===== config.mk =====
export PLATFORM = sky130hd
export DESIGN_NAME = dcr_top
export DESIGN_NICKNAME = d
export VERILOG_FILES = /design/src/rtl/dcr_pkg.sv /design/src/rtl/dcr_port.sv /design/src/rtl/dcr_chan.sv /design/src/rtl/dcr_rdmux.sv /design/src/rtl/dcr_top.sv
export SDC_FILE = /design/constraint.sdc
export NUM_CORES = 1
export LEC_CHECK = 0
export BUFFER_PORTS_ARGS = -buffer_cell sky130_fd_sc_hd__buf_2
export CAP_MARGIN = 20
export CORE_MARGIN = 2
export CORE_UTILIZATION = 42
export DETAILED_ROUTE_END_ITERATION = 12
export PLACE_DENSITY_LB_ADDON = 0.08
export SYNTH_ARGS = -nofsm -noshare
export SYNTH_HDL_FRONTEND = slang
export SYNTH_SLANG_ARGS = --single-unit

===== constraint.sdc =====
create_clock -name clk -period 2.4 [get_ports clk]
set_input_delay 0.24 -clock clk [delete_from_list [all_inputs] [get_ports clk]]
set_output_delay 0.24 -clock clk [all_outputs]
set_load 0.01 [all_outputs]

===== src/rtl/dcr_pkg.sv =====
package dcr_pkg;
  localparam int NCH = 2;

  typedef struct packed {
    logic [7:0]  cmd;
    logic [5:0]  swd;
    logic [7:0]  stat;
    logic        irq;
    logic [11:0] sctl;
    logic [15:0] sien;
  } chan_view_t;

  function automatic int dma_base(input int ch);
    return ch * 8;
  endfunction

  function automatic int mirror_base(input int ch);
    return 16 + ch * 8;
  endfunction

  function automatic int conf_off(input int ch);
    return 160 + ch * 64;
  endfunction

  function automatic int serial_base(input int ch);
    return 256 + ch * 128;
  endfunction
endpackage


===== src/rtl/dcr_port.sv =====
module dcr_port #(
  parameter int ADDR_W = 9,
  parameter int DATA_W = 32
) (
  input  logic              clk,
  input  logic              rst_n,
  input  logic              req_valid,
  output logic              req_ready,
  input  logic              req_write,
  input  logic [DATA_W-1:0] rd_data_i,
  output logic              wr_en_o,
  output logic              rsp_valid,
  input  logic              rsp_ready,
  output logic [DATA_W-1:0] rsp_data
);
  logic accept;

  assign req_ready = !rsp_valid || rsp_ready;
  assign accept    = req_valid && req_ready;
  assign wr_en_o   = accept && req_write;

  always_ff @(posedge clk) begin
    if (!rst_n) begin
      rsp_valid <= 1'b0;
      rsp_data  <= '0;
    end else if (accept && !req_write) begin
      rsp_valid <= 1'b1;
      rsp_data  <= rd_data_i;
    end else if (rsp_ready) begin
      rsp_valid <= 1'b0;
    end
  end


  rsp_hold_chk: assert property (@(posedge clk) disable iff (!rst_n)
    rsp_valid && !rsp_ready |=> rsp_valid && $stable(rsp_data));


  single_outstanding_chk: assert property (@(posedge clk) disable iff (!rst_n)
    rsp_valid && !rsp_ready |-> !req_ready);
endmodule


===== src/rtl/dcr_chan.sv =====
module dcr_chan
  import dcr_pkg::*;
#(
  parameter int          CH        = 0,
  parameter int          ADDR_W    = 9,
  parameter int          DATA_W    = 32,
  parameter logic [15:0] SIEN_MASK = 16'h3EED
) (
  input  logic              clk,
  input  logic              rst_n,
  input  logic              wr_en,
  input  logic [ADDR_W-1:0] addr,
  input  logic [DATA_W-1:0] wdata,
  input  logic              irq_lvl,
  input  logic              eng_we,
  input  logic [2:0]        eng_val,
  output chan_view_t        view,
  output logic              chan_rst
);
  localparam logic [ADDR_W-1:0] CMD_A  = ADDR_W'(dma_base(CH));
  localparam logic [ADDR_W-1:0] SWD_A  = ADDR_W'(dma_base(CH) + 1);
  localparam logic [ADDR_W-1:0] STAT_A = ADDR_W'(dma_base(CH) + 2);
  localparam logic [ADDR_W-1:0] CMD_M  = ADDR_W'(mirror_base(CH));
  localparam logic [ADDR_W-1:0] SWD_M  = ADDR_W'(mirror_base(CH) + 1);
  localparam logic [ADDR_W-1:0] STAT_M = ADDR_W'(mirror_base(CH) + 2);
  localparam logic [ADDR_W-1:0] SCTL_A = ADDR_W'(serial_base(CH));
  localparam logic [ADDR_W-1:0] SIEN_A = ADDR_W'(serial_base(CH) + 72);

  logic [7:0]  cmd_q, stat_q, stat_d;
  logic [5:0]  swd_q;
  logic        irq_q, rst_q;
  logic [11:0] sctl_q;
  logic [15:0] sien_q;
  logic        wr_cmd, wr_swd, wr_stat, wr_sctl, wr_sien;

  assign wr_cmd  = wr_en && (addr == CMD_A  || addr == CMD_M);
  assign wr_swd  = wr_en && (addr == SWD_A  || addr == SWD_M);
  assign wr_stat = wr_en && (addr == STAT_A || addr == STAT_M);
  assign wr_sctl = wr_en && (addr == SCTL_A);
  assign wr_sien = wr_en && (addr == SIEN_A);

  always_comb begin
    stat_d = stat_q;
    if (wr_stat) begin
      stat_d = {1'b0, wdata[6:5], 2'b00, stat_q[2:1] & ~wdata[2:1], stat_q[0]};
    end
    if (eng_we) begin
      stat_d[0]   = eng_val[0];
      stat_d[2:1] = stat_d[2:1] | eng_val[2:1];
    end
  end

  always_ff @(posedge clk) begin
    if (!rst_n) begin
      cmd_q  <= '0;
      swd_q  <= '0;
      stat_q <= '0;
      irq_q  <= 1'b0;
      sctl_q <= '0;
      sien_q <= '0;
      rst_q  <= 1'b1;
    end else begin
      if (wr_cmd)  cmd_q  <= wdata[7:0];
      if (wr_swd)  swd_q  <= wdata[5:0];
      if (wr_sctl) sctl_q <= wdata[11:0];
      if (wr_sien) sien_q <= wdata[31:16] & SIEN_MASK;
      stat_q <= stat_d;
      irq_q  <= irq_lvl;
      rst_q  <= wr_sctl && wdata[0];
    end
  end

  assign view = '{cmd: cmd_q, swd: swd_q, stat: stat_q, irq: irq_q,
                  sctl: sctl_q, sien: sien_q};
  assign chan_rst = rst_q;


  stat_active_keep_chk: assert property (@(posedge clk) disable iff (!rst_n)
    wr_stat && !eng_we |=> stat_q[0] == $past(stat_q[0]));


  stat_zero_bits_chk: assert property (@(posedge clk) disable iff (!rst_n)
    wr_stat && !eng_we |=> stat_q[7] == 1'b0 && stat_q[4:3] == 2'b00);


  rst_pulse_one_chk: assert property (@(posedge clk) disable iff (!rst_n)
    rst_q && !(wr_sctl && wdata[0]) |=> !rst_q);


  irq_follow_chk: assert property (@(posedge clk) disable iff (!rst_n)
    irq_lvl |=> irq_q);


  eng_set_chk: assert property (@(posedge clk) disable iff (!rst_n)
    eng_we && eng_val[2] |=> stat_q[2]);
endmodule


===== src/rtl/dcr_rdmux.sv =====
module dcr_rdmux
  import dcr_pkg::*;
#(
  parameter int          ADDR_W    = 9,
  parameter int          DATA_W    = 32,
  parameter logic [15:0] CONF_ID   = 16'h6515,
  parameter logic [11:0] SSTAT_VAL = 12'h113
) (
  input  logic [ADDR_W-1:0]       addr,
  input  chan_view_t [NCH-1:0]    views,
  input  logic [NCH-1:0]          dev_present,
  output logic [DATA_W-1:0]       rdata
);
  localparam logic [ADDR_W-1:0] SUM0_A = ADDR_W'(mirror_base(0));
  localparam logic [ADDR_W-1:0] SUM1_A = ADDR_W'(mirror_base(1));

  always_comb begin
    rdata = '0;
    for (int ch = 0; ch < NCH; ch++) begin
      if (addr == ADDR_W'(dma_base(ch)))
        rdata = {24'b0, views[ch].cmd};
      if (addr == ADDR_W'(dma_base(ch) + 1))
        rdata = {26'b0, views[ch].swd};
      if (addr == ADDR_W'(dma_base(ch) + 2))
        rdata = {24'b0, views[ch].stat};
      if (addr == ADDR_W'(conf_off(ch)))
        rdata = {CONF_ID, 4'b0, views[ch].irq, 11'b0};
      if (addr == ADDR_W'(serial_base(ch)))
        rdata = {20'b0, views[ch].sctl};
      if (addr == ADDR_W'(serial_base(ch) + 4))
        rdata = dev_present[ch] ? {20'b0, SSTAT_VAL} : '0;
      if (addr == ADDR_W'(serial_base(ch) + 72))
        rdata = {views[ch].sien, 16'b0};
    end
    if (addr == SUM0_A) begin
      rdata = {views[1].stat, views[0].stat, 1'b0, views[1].stat[2], 6'b0,
               views[0].cmd};
      rdata[4] = views[0].irq;
      rdata[6] = views[1].irq;
    end
    if (addr == SUM1_A) begin
      rdata = {8'b0, views[1].stat, 8'b0, views[1].cmd};
      rdata[4] = views[1].irq;
    end
  end
endmodule


===== src/rtl/dcr_top.sv =====
module dcr_top
  import dcr_pkg::*;
#(
  parameter int          ADDR_W    = 9,
  parameter int          DATA_W    = 32,
  parameter logic [15:0] CONF_ID   = 16'h6515,
  parameter logic [15:0] SIEN_MASK = 16'h3EED,
  parameter logic [11:0] SSTAT_VAL = 12'h113
) (
  input  logic              clk,
  input  logic              rst_n,
  input  logic              req_valid,
  output logic              req_ready,
  input  logic              req_write,
  input  logic [ADDR_W-1:0] req_addr,
  input  logic [DATA_W-1:0] req_wdata,
  output logic              rsp_valid,
  input  logic              rsp_ready,
  output logic [DATA_W-1:0] rsp_data,
  input  logic [1:0]        irq_lvl_i,
  input  logic [1:0]        dev_present_i,
  input  logic [1:0]        eng_we_i,
  input  logic [5:0]        eng_val_i,
  output logic [15:0]       dma_cmd_o,
  output logic [1:0]        chan_rst_o,
  output logic              irq_o
);
  chan_view_t [NCH-1:0] views;
  logic [DATA_W-1:0]    rd_data;
  logic                 wr_en;

  dcr_port #(.ADDR_W(ADDR_W), .DATA_W(DATA_W)) u_port (
    .clk(clk), .rst_n(rst_n), .req_valid(req_valid), .req_ready(req_ready),
    .req_write(req_write), .rd_data_i(rd_data), .wr_en_o(wr_en),
    .rsp_valid(rsp_valid), .rsp_ready(rsp_ready), .rsp_data(rsp_data)
  );

  for (genvar c = 0; c < NCH; c++) begin : g_chan
    dcr_chan #(.CH(c), .ADDR_W(ADDR_W), .DATA_W(DATA_W),
               .SIEN_MASK(SIEN_MASK)) u_chan (
      .clk(clk), .rst_n(rst_n), .wr_en(wr_en), .addr(req_addr),
      .wdata(req_wdata), .irq_lvl(irq_lvl_i[c]), .eng_we(eng_we_i[c]),
      .eng_val(eng_val_i[3*c +: 3]), .view(views[c]), .chan_rst(chan_rst_o[c])
    );
    assign dma_cmd_o[8*c +: 8] = views[c].cmd;
  end

  dcr_rdmux #(.ADDR_W(ADDR_W), .DATA_W(DATA_W), .CONF_ID(CONF_ID),
              .SSTAT_VAL(SSTAT_VAL)) u_rdmux (
    .addr(req_addr), .views(views), .dev_present(dev_present_i),
    .rdata(rd_data)
  );

  assign irq_o = views[0].irq | views[1].irq;


  irq_out_chk: assert property (@(posedge clk) disable iff (!rst_n)
    |irq_lvl_i |=> irq_o);


  irq_quiet_chk: assert property (@(posedge clk) disable iff (!rst_n)
    irq_lvl_i == 2'b00 |=> !irq_o);


  rst_outputs_chk: assert property (@(posedge clk)
    !rst_n |=> chan_rst_o == 2'b11);
endmodule


==> run_summary.xml, run 1 <==
<?xml version="1.0" encoding="UTF-8"?>
<metrics>
  <group name="critical_path">
    <metric name="timing.critical_path.depth" unit="">5</metric>
    <metric name="rrSetupSlack" unit="ps">590</metric>
    <metric name="setup.worst_path.end_class" unit="">flop</metric>
    <metric name="worst_path_dominant_cell_family" unit="">simple AND/OR/NAND/NOR gates</metric>
    <metric name="critical_path.reg2reg.endpoint" unit="">u_port.rsp_data[29]$_SDFFE_PN0P_</metric>
    <metric name="cp_num_buf_inv" unit="">0</metric>
    <metric name="path_cells" unit="">nand2b_1 &gt; nand3b_1 &gt; a21oi_1 &gt; nand2_1 &gt; o31ai_1</metric>
    <metric name="critical-path-max-stage-delay" unit="ps">470</metric>
    <metric name="worst-path-max-fanout" unit="">10</metric>
    <metric name="required" unit="ps">2740</metric>
    <metric name="cp-start-kind" unit="">flop</metric>
    <metric name="timing.reg2reg.worst_path_depth" unit="">5</metric>
    <metric name="critical-path-slowest-cell" unit="">sky130_fd_sc_hd__a21oi_1</metric>
    <metric name="arrival" unit="ps">2140</metric>
    <metric name="regToRegStartpoint" unit="">u_port.rsp_valid$_SDFFE_PN0P_</metric>
    <metric name="critical_path_class" unit="">reg -&gt; reg</metric>
  </group>
  <group name="detailed_routing">
    <metric name="initialDrtViolationCount" unit="">410</metric>
    <metric name="routed_wire_length_per_instance" unit="um">19.6</metric>
    <metric name="detail-route-antenna-nets" unit="">0</metric>
    <metric name="postRouteWirelength" unit="um">18500</metric>
    <metric name="first_pass_iters" unit="">5</metric>
    <metric name="residual_drc" unit="">0</metric>
    <metric name="post_drt_via_cell_ratio" unit="">5.55</metric>
    <metric name="route.vias.total" unit="">5232</metric>
  </group>
  <group name="clock_network">
    <metric name="htree_num_levels" unit="">4</metric>
    <metric name="tritoncts" unit="">built</metric>
    <metric name="clock-root-buffer" unit="">sky130_fd_sc_hd__clkbuf_16</metric>
    <metric name="cts_repair_resize_count" unit="">0</metric>
    <metric name="holdBufCountCts" unit="">0</metric>
    <metric name="cts.repair_timing.setup_buffer_count" unit="">0</metric>
    <metric name="numClockSinks" unit="">117</metric>
    <metric name="worstSkewPairLatency" unit="ps">420</metric>
    <metric name="clock_tree.buffer_depth" unit="">2</metric>
    <metric name="cts_inserted_buffers" unit="">17</metric>
    <metric name="clkSlewWorstSetupHoldPaths" unit="ps">50</metric>
  </group>
  <group name="logic_synthesis">
    <metric name="synthTopCellsByArea" unit="">sky130_fd_sc_hd__dfxtp_1 43%, sky130_fd_sc_hd__mux2i_1 8.2%, sky130_fd_sc_hd__nand2_1 6.7%, sky130_fd_sc_hd__a21oi_1 5.6%, sky130_fd_sc_hd__nor2_1 4.6%</metric>
    <metric name="synth-simple-area-share" unit="">0.220</metric>
    <metric name="synth_top_family_by_area" unit="">simple AND/OR/NAND/NOR gates</metric>
    <metric name="synthDominantAreaCellType" unit="">sky130_fd_sc_hd__dfxtp_1</metric>
    <metric name="postSynth.asyncResetShare" unit="">0</metric>
    <metric name="mappedNetlistArea" unit="mm^2">0.00551</metric>
    <metric name="yosys.cell_count.top_type" unit="">sky130_fd_sc_hd__dfxtp_1</metric>
    <metric name="yosysUniqueCellTypes" unit="">63</metric>
    <metric name="yosys_warnings" unit="">0</metric>
    <metric name="post_synth_xor_area_fraction" unit="">0</metric>
    <metric name="synth_edf_count" unit="">0</metric>
    <metric name="synth_top_cells_by_count" unit="">117 x sky130_fd_sc_hd__dfxtp_1, 99 x sky130_fd_sc_hd__nand2_1, 67 x sky130_fd_sc_hd__nor2_1, 62 x sky130_fd_sc_hd__a21oi_1, 45 x sky130_fd_sc_hd__mux2i_1</metric>
    <metric name="synth.yosys.seq_area_share" unit="">0.425</metric>
    <metric name="postSynthRegisterBits" unit="">117</metric>
    <metric name="area_share_of_fa_ha_maj_cells_after_synthesis" unit="">0</metric>
    <metric name="synth_mux_area_frac" unit="">0.0961</metric>
    <metric name="synth_flop_cell" unit="">sky130_fd_sc_hd__dfxtp_1</metric>
    <metric name="compound_gate_fraction_of_synth_area" unit="">0.205</metric>
    <metric name="synthesis.area_per_instance" unit="um^2">8.52</metric>
    <metric name="syn-instance-count" unit="">646</metric>
    <metric name="synth_largest_type_area_fraction" unit="">0.425</metric>
  </group>
  <group name="floorplanning">
    <metric name="core_area" unit="mm^2">0.0127</metric>
    <metric name="die_outline_area" unit="mm^2">0.0140</metric>
    <metric name="io_pins" unit="">111</metric>
    <metric name="die_width" unit="um">119</metric>
    <metric name="initial_core_util" unit="">0.433</metric>
    <metric name="rows" unit="">41</metric>
    <metric name="die-height" unit="um">119</metric>
  </group>
  <group name="timing">
    <metric name="timing.slew.headroom" unit="">0.565</metric>
    <metric name="timing.final.hold_violations" unit="">0</metric>
    <metric name="maxClockFrequency" unit="GHz">0.554</metric>
    <metric name="period_minus_slack" unit="ps">1810</metric>
    <metric name="clock-skew-final" unit="ps">8.96</metric>
    <metric name="timing.final.max_slew_violations" unit="">0</metric>
    <metric name="period_share" unit="">0.753</metric>
    <metric name="setup-tns-final" unit="ps">0</metric>
    <metric name="worst_pin_slew" unit="ps">652</metric>
    <metric name="setup_viol" unit="">0</metric>
    <metric name="setup_repair_after_global_routing_missed_its_margin" unit="">no</metric>
  </group>
  <group name="worst_hold_path">
    <metric name="hold_depth" unit="">2</metric>
    <metric name="worstHoldPathType" unit="">in -&gt; reg</metric>
    <metric name="worst_hold_startpoint" unit="">irq_lvl_i[1]</metric>
    <metric name="holdPathEnd" unit="">g_chan[1].u_chan.irq_q$_SDFF_PN0_</metric>
  </group>
  <group name="placed_design">
    <metric name="post-place-cells" unit="">911</metric>
    <metric name="finalWeightedCongestion" unit="">0.929</metric>
    <metric name="numPortBuffers" unit="">97</metric>
    <metric name="place.detailed.hpwl" unit="um">13700</metric>
  </group>
  <group name="global_routing">
    <metric name="wire_length_of_the_first_global_routing_pass" unit="um">28600</metric>
    <metric name="busiest_layer" unit="">met2</metric>
    <metric name="grt.met3_usage" unit="">0.0618</metric>
    <metric name="global_route.usage.total" unit="">0.270</metric>
    <metric name="via_count_of_the_first_global_routing_pass" unit="">4916</metric>
    <metric name="grt_util_met1" unit="">0.386</metric>
    <metric name="antenna_found_initial" unit="">0</metric>
    <metric name="grt_start_max_net_pins" unit="">63</metric>
    <metric name="grt-ovfl-total" unit="">0</metric>
    <metric name="grtUsageMet2" unit="">0.398</metric>
  </group>
  <group name="layout">
    <metric name="nets" unit="">816</metric>
    <metric name="diodes" unit="">0</metric>
    <metric name="area_growth_syn_to_layout" unit="%">26.1</metric>
    <metric name="multi_input_comb_area" unit="mm^2">0.00288</metric>
    <metric name="share_of_layout_cells_above_drive_strength_1" unit="">0.262</metric>
    <metric name="seq_area" unit="mm^2">0.00234</metric>
    <metric name="filler_free_cell_count_of_the_finished_design" unit="">943</metric>
    <metric name="nFillCells" unit="">1232</metric>
  </group>
  <group name="status">
    <metric name="run_status" unit="">complete, no violations</metric>
  </group>
  <group name="power_and_ir_drop">
    <metric name="p_per_area" unit="mW/mm^2">707</metric>
    <metric name="total_leakage_power" unit="nW">2.72</metric>
    <metric name="vdd_ir_drop_max" unit="V">0.000497</metric>
  </group>
  <group name="flow_run">
    <metric name="max_cap_violations" unit="">0</metric>
  </group>
</metrics>
-- state kept, by name, summed over array words and instances (netlist names) --
name                    count
u_port.rsp_data            28
g_chan.u_chan.sctl_q       24
g_chan.u_chan.sien_q       22
g_chan.u_chan.cmd_q        16
g_chan.u_chan.swd_q        12
g_chan.u_chan.stat_q       10
g_chan.u_chan.chan_rst      2
g_chan.u_chan.irq_q         2
u_port.rsp_valid            1
-- cell usage in the layout (no fill, tap or decap), drive strengths merged, types with 5 or more instances in the layout --
cell type and n:
nand2b 6, mux2 7, mux2i 45, nand3 11
buf 144, a22oi 9, a21oi 62, dfxtp 117
inv 7, a221o 6, o21ai 39, nor3 10
and2 12, nor2 67, nand2 99, clkbuf 24
nor4 7, a22o 11, o21a 5
-- power by group --
part	switching (mW)	internal [mW]	leakage (nW)
combinational	0.208	0.112	1.48
clock	0.873	1.74	0.300
sequential	0.0169	1.96	0.945
-- routing by layer --
metal	wire length [um]	vias to the layer above
li1	-	2524
met1	8690	2494
met2	8260	193
met3	1210	21
met4	329	0
met5	0	-
-- cells by family (layout without fill, tap and decap cells) --
logic type / after synthesis / after routing
AOI/OAI and AO/OA: 174 / 174
buffers and inverters: 61 / 183
DFF: 117 / 117
muxes: 52 / 52
other: 1 / 4
and+or+nand+nor: 241 / 241
-- worst register-to-register path, delay by kind of cell (launching register included) --
| family | cells | cell delay (ps) |
|---|---|---|
| simple gates | 3 | 710 |
| compound gates | 2 | 710 |
| flops | 1 | 300 |
-- final cells by class --
cell class	count	area share
multi-input combinational	471	0.415
sequential	117	0.337
timing repair buffer	144	0.124
clock buffer	24	0.0708
tap	172	0.0310
clock inverter	8	0.0175
inverter	7	0.00379
-- per-stage QoR --
step	instance area [um^2]	worst slack, ps	utilization	power, mW	hold slack (ps)
6_report	6940	594	0.546	4.91	38.4
5_1_grt	6940	429	0.546	5.08	37.8
4_1_cts	6940	582	0.546	4.94	28.0
3_5_place_dp	6330	235	0.497	2.33	438
3_3_place_gp	6330	234	0.497	2.33	431
2_1_floorplan	5520	457	-	2.19	366
-- worst max-delay path by stage --
stage,startpoint,to,slack (ps)
after floorplan,req_addr[1],g_chan[0].u_chan.sien_q[10]$_SDFFE_PN0P_,460
after global placement,req_addr[1],g_chan[0].u_chan.sien_q[2]$_SDFFE_PN0P_,230
after detailed placement,req_addr[1],g_chan[0].u_chan.sien_q[7]$_SDFFE_PN0P_,240
after CTS,u_port.rsp_valid$_SDFFE_PN0P_,u_port.rsp_data[29]$_SDFFE_PN0P_,580
after global routing,u_port.rsp_valid$_SDFFE_PN0P_,u_port.rsp_data[29]$_SDFFE_PN0P_,430
final,u_port.rsp_valid$_SDFFE_PN0P_,u_port.rsp_data[29]$_SDFFE_PN0P_,590
Note: power is estimated with default switching activity, not from simulation.
==> run 2, diff against run 1 <==
--- a/config.mk
+++ b/config.mk
@@ -5,6 +5,7 @@
 export SDC_FILE = /design/constraint.sdc
 export NUM_CORES = 1
 export LEC_CHECK = 0
+export ABC_AREA = 1
 export BUFFER_PORTS_ARGS = -buffer_cell sky130_fd_sc_hd__buf_2
 export CAP_MARGIN = 20
 export CORE_MARGIN = 2
==> constraint.sdc (replaced) <==
create_clock -name clk -period 1.8 [get_ports clk]
set_input_delay 0.18 -clock clk [delete_from_list [all_inputs] [get_ports clk]]
set_output_delay 0.18 -clock clk [all_outputs]
set_load 0.01 [all_outputs]
==> run_summary.xml, run 2 <==
<?xml version="1.0" encoding="UTF-8"?>
<metrics>
  <group name="status">
    <metric name="run_status" unit="">complete, no violations</metric>
  </group>
  <group name="worst_hold_path">
    <metric name="worst_hold_startpoint" unit="">req_wdata[23]</metric>
    <metric name="holdPathEnd" unit="">g_chan[1].u_chan.sien_q[7]$_SDFFE_PN0P_</metric>
    <metric name="worstHoldPathType" unit="">in -&gt; reg</metric>
    <metric name="hold_depth" unit="">3</metric>
  </group>
  <group name="logic_synthesis">
    <metric name="synthesis.area_per_instance" unit="um^2">7.17</metric>
    <metric name="syn-instance-count" unit="">759</metric>
    <metric name="yosysUniqueCellTypes" unit="">39</metric>
    <metric name="synthTopCellsByArea" unit="">sky130_fd_sc_hd__dfxtp_1 43%, sky130_fd_sc_hd__nand2_1 10%, sky130_fd_sc_hd__a21oi_1 7.8%, sky130_fd_sc_hd__o21ai_0 6.6%, sky130_fd_sc_hd__inv_1 5.5%</metric>
    <metric name="postSynthRegisterBits" unit="">117</metric>
    <metric name="synth_largest_type_area_fraction" unit="">0.430</metric>
    <metric name="mappedNetlistArea" unit="mm^2">0.00545</metric>
    <metric name="synth_edf_count" unit="">0</metric>
    <metric name="synth.yosys.seq_area_share" unit="">0.430</metric>
    <metric name="synthDominantAreaCellType" unit="">sky130_fd_sc_hd__dfxtp_1</metric>
    <metric name="postSynth.asyncResetShare" unit="">0</metric>
    <metric name="synth_flop_cell" unit="">sky130_fd_sc_hd__dfxtp_1</metric>
    <metric name="synth_top_cells_by_count" unit="">150 x sky130_fd_sc_hd__nand2_1, 117 x sky130_fd_sc_hd__dfxtp_1, 85 x sky130_fd_sc_hd__a21oi_1, 80 x sky130_fd_sc_hd__inv_1, 72 x sky130_fd_sc_hd__o21ai_0</metric>
    <metric name="yosys.cell_count.top_type" unit="">sky130_fd_sc_hd__nand2_1</metric>
    <metric name="yosys_warnings" unit="">0</metric>
  </group>
  <group name="layout">
    <metric name="final_cell_mix" unit="">150 x sky130_fd_sc_hd__nand2_1, 117 x sky130_fd_sc_hd__dfxtp_1, 97 x sky130_fd_sc_hd__buf_2</metric>
    <metric name="area_growth_syn_to_layout" unit="%">29.4</metric>
    <metric name="utilization_of_the_core_after_routing" unit="">0.558</metric>
    <metric name="max_flop_register" unit="">u_port.rsp_data</metric>
    <metric name="layout_commonest_cell" unit="">sky130_fd_sc_hd__nand2_1</metric>
    <metric name="nFillCells" unit="">1267</metric>
    <metric name="diodes" unit="">0</metric>
    <metric name="largest_registers" unit="">u_port.rsp_data (28), g_chan.u_chan.sctl_q (24), g_chan.u_chan.sien_q (22)</metric>
    <metric name="share_of_layout_cells_above_drive_strength_1" unit="">0.226</metric>
    <metric name="nets" unit="">946</metric>
    <metric name="max_ffs_per_register" unit="">28</metric>
  </group>
  <group name="critical_path">
    <metric name="critical-path-max-stage-delay" unit="ps">300</metric>
    <metric name="path_cells" unit="">inv_1 &gt; nor2_1 &gt; inv_1 &gt; nand3_2 &gt; buf_4 &gt; nor2_1 &gt; buf_4 &gt; o21ai_0 &gt; a21oi_1</metric>
    <metric name="timing.reg2reg.worst_path_depth" unit="">9</metric>
    <metric name="setup.worst_path.end_class" unit="">flop</metric>
    <metric name="critical-path-slowest-cell" unit="">sky130_fd_sc_hd__dfxtp_1</metric>
    <metric name="cp-start-kind" unit="">flop</metric>
    <metric name="regToRegStartpoint" unit="">u_port.rsp_valid$_SDFFE_PN0P_</metric>
    <metric name="critical_path.reg2reg.endpoint" unit="">g_chan[1].u_chan.sien_q[9]$_SDFFE_PN0P_</metric>
    <metric name="rrSetupSlack" unit="ps">200</metric>
    <metric name="worst-path-max-fanout" unit="">22</metric>
    <metric name="required" unit="ps">2140</metric>
    <metric name="critical_path_class" unit="">reg -&gt; reg</metric>
    <metric name="arrival" unit="ps">1940</metric>
  </group>
  <group name="global_routing">
    <metric name="antenna_found_initial" unit="">0</metric>
    <metric name="grt-ovfl-total" unit="">0</metric>
    <metric name="wire_length_of_the_first_global_routing_pass" unit="um">28700</metric>
    <metric name="grt_start_max_net_pins" unit="">43</metric>
    <metric name="via_count_of_the_first_global_routing_pass" unit="">5274</metric>
    <metric name="global_route.usage.total" unit="">0.266</metric>
  </group>
  <group name="detailed_routing">
    <metric name="dr_wl_met2" unit="um">7720</metric>
    <metric name="met1Wirelength" unit="um">8990</metric>
    <metric name="initialDrtViolationCount" unit="">462</metric>
    <metric name="route.vias.total" unit="">5563</metric>
    <metric name="residual_drc" unit="">0</metric>
    <metric name="topRoutingLayerUsed" unit="">met4</metric>
    <metric name="postRouteWirelength" unit="um">18000</metric>
    <metric name="routed_wire_length_per_instance" unit="um">16.8</metric>
    <metric name="detail-route-antenna-nets" unit="">0</metric>
    <metric name="route.met3.wl" unit="um">1100</metric>
    <metric name="post_drt_via_cell_ratio" unit="">5.19</metric>
    <metric name="first_pass_iters" unit="">5</metric>
  </group>
  <group name="timing">
    <metric name="maxClockFrequency" unit="GHz">0.625</metric>
    <metric name="period_share" unit="">0.888</metric>
    <metric name="clock-skew-final" unit="ps">10.8</metric>
    <metric name="period_minus_slack" unit="ps">1600</metric>
    <metric name="final_critical_path_setup_slack" unit="ps">201</metric>
    <metric name="setup_viol" unit="">0</metric>
    <metric name="timing.final.max_slew_violations" unit="">0</metric>
    <metric name="timing.final.hold_violations" unit="">0</metric>
  </group>
  <group name="floorplanning">
    <metric name="initial_core_util" unit="">0.431</metric>
    <metric name="die-height" unit="um">118</metric>
    <metric name="io_pins" unit="">111</metric>
    <metric name="die_outline_area" unit="mm^2">0.0139</metric>
    <metric name="core_area" unit="mm^2">0.0126</metric>
    <metric name="die_width" unit="um">118</metric>
    <metric name="rows" unit="">41</metric>
  </group>
  <group name="power_and_ir_drop">
    <metric name="vdd_ir_drop_max" unit="V">0.000727</metric>
    <metric name="total_leakage_power" unit="nW">3.14</metric>
    <metric name="finalPower" unit="mW">6.55</metric>
    <metric name="p_per_area" unit="mW/mm^2">930</metric>
  </group>
  <group name="clock_network">
    <metric name="clock-root-buffer" unit="">sky130_fd_sc_hd__clkbuf_16</metric>
    <metric name="tritoncts" unit="">built</metric>
    <metric name="cts_inserted_buffers" unit="">17</metric>
    <metric name="cts.repair_timing.setup_buffer_count" unit="">0</metric>
    <metric name="worstSkewPairLatency" unit="ps">420</metric>
    <metric name="numClockSinks" unit="">117</metric>
    <metric name="clock_tree.buffer_depth" unit="">2</metric>
    <metric name="htree_num_levels" unit="">4</metric>
    <metric name="clkSlewWorstSetupHoldPaths" unit="ps">50</metric>
  </group>
  <group name="placed_design">
    <metric name="dp_slack" unit="ps">2.90</metric>
    <metric name="numPortBuffers" unit="">97</metric>
    <metric name="finalWeightedCongestion" unit="">0.929</metric>
    <metric name="place.detailed.hpwl" unit="um">13500</metric>
  </group>
  <group name="flow_run">
    <metric name="max_cap_violations" unit="">0</metric>
  </group>
</metrics>
run 2: report_power, final:
group / total [mW] / switching [mW] / internal [mW]
registers: 2.63 / 0.0197 / 2.61
logic: 0.360 / 0.239 / 0.122
clock network: 3.56 / 1.16 / 2.40
run 2: how the worst max path moves through the flow:
| stage | start | endpoint | slack (ps) |
|---|---|---|---|
| floorplan | u_port.rsp_valid$_SDFFE_PN0P_ | g_chan[1].u_chan.stat_q[1]$_SDFF_PN0_ | 210 |
| global placement | req_addr[4] | u_port.rsp_data[4]$_SDFFE_PN0P_ | 30 |
| detailed placement | req_addr[1] | u_port.rsp_data[24]$_SDFFE_PN0P_ | 3 |
| CTS | u_port.rsp_valid$_SDFFE_PN0P_ | u_port.rsp_data[26]$_SDFFE_PN0P_ | 120 |
| global route | u_port.rsp_valid$_SDFFE_PN0P_ | u_port.rsp_data[26]$_SDFFE_PN0P_ | -7 |
| finish | u_port.rsp_valid$_SDFFE_PN0P_ | g_chan[1].u_chan.sien_q[9]$_SDFFE_PN0P_ | 200 |
run 2: what timing repair did:
action	in CTS	in global routing
gates resized for setup	0	1
endpoints found under the setup margin	0	5
hold buffers	8	0
hold endpoints to repair	7	0
run 2: kinds of logic after synthesis:
| family | synth area share |
|---|---|
| AND/OR/NAND/NOR | 0.255 |
| AO/OA/AOI/OAI | 0.215 |
| other | 0.000689 |
| buffers and inverters | 0.0988 |
| flip-flops | 0.430 |
run 2: area by class of cell:
class	instances	area, um^2	area share
Inverter	88	330	0.0469
Tap cell	172	215	0.0305
Sequential cell	117	2340	0.332
Clock buffer	21	470	0.0668
Clock inverter	10	153	0.0217
Multi-Input combinational cell	517	2580	0.366
Timing Repair Buffer	147	956	0.136
run 2: per-stage QoR:
step	hold WS, ps	setup TNS, ps	instance area, um^2	cells
6_report	7.97	0	7050	1072
4_1_cts	0.165	0	7040	1072
3_5_place_dp	368	0	6340	1033
2_1_floorplan	270	0	5460	762
3_3_place_gp	367	0	6340	1033
5_1_grt	15.1	-7.07	7050	1072
run 2: critical path: cells and delay by family (launching register included):
family / cells / cell delay, ps
buffers and inverters: 4 / 600
AOI/OAI and AO/OA: 2 / 270
and+or+nand+nor: 3 / 340
DFF: 1 / 300
run 2: metal layers:
layer | vias to the layer above | GRT usage
met4 | 0 | 0.0648
met2 | 181 | 0.391
met3 | 14 | 0.0703
li1 | 2791 | -
met1 | 2577 | 0.388
met5 | - | 0
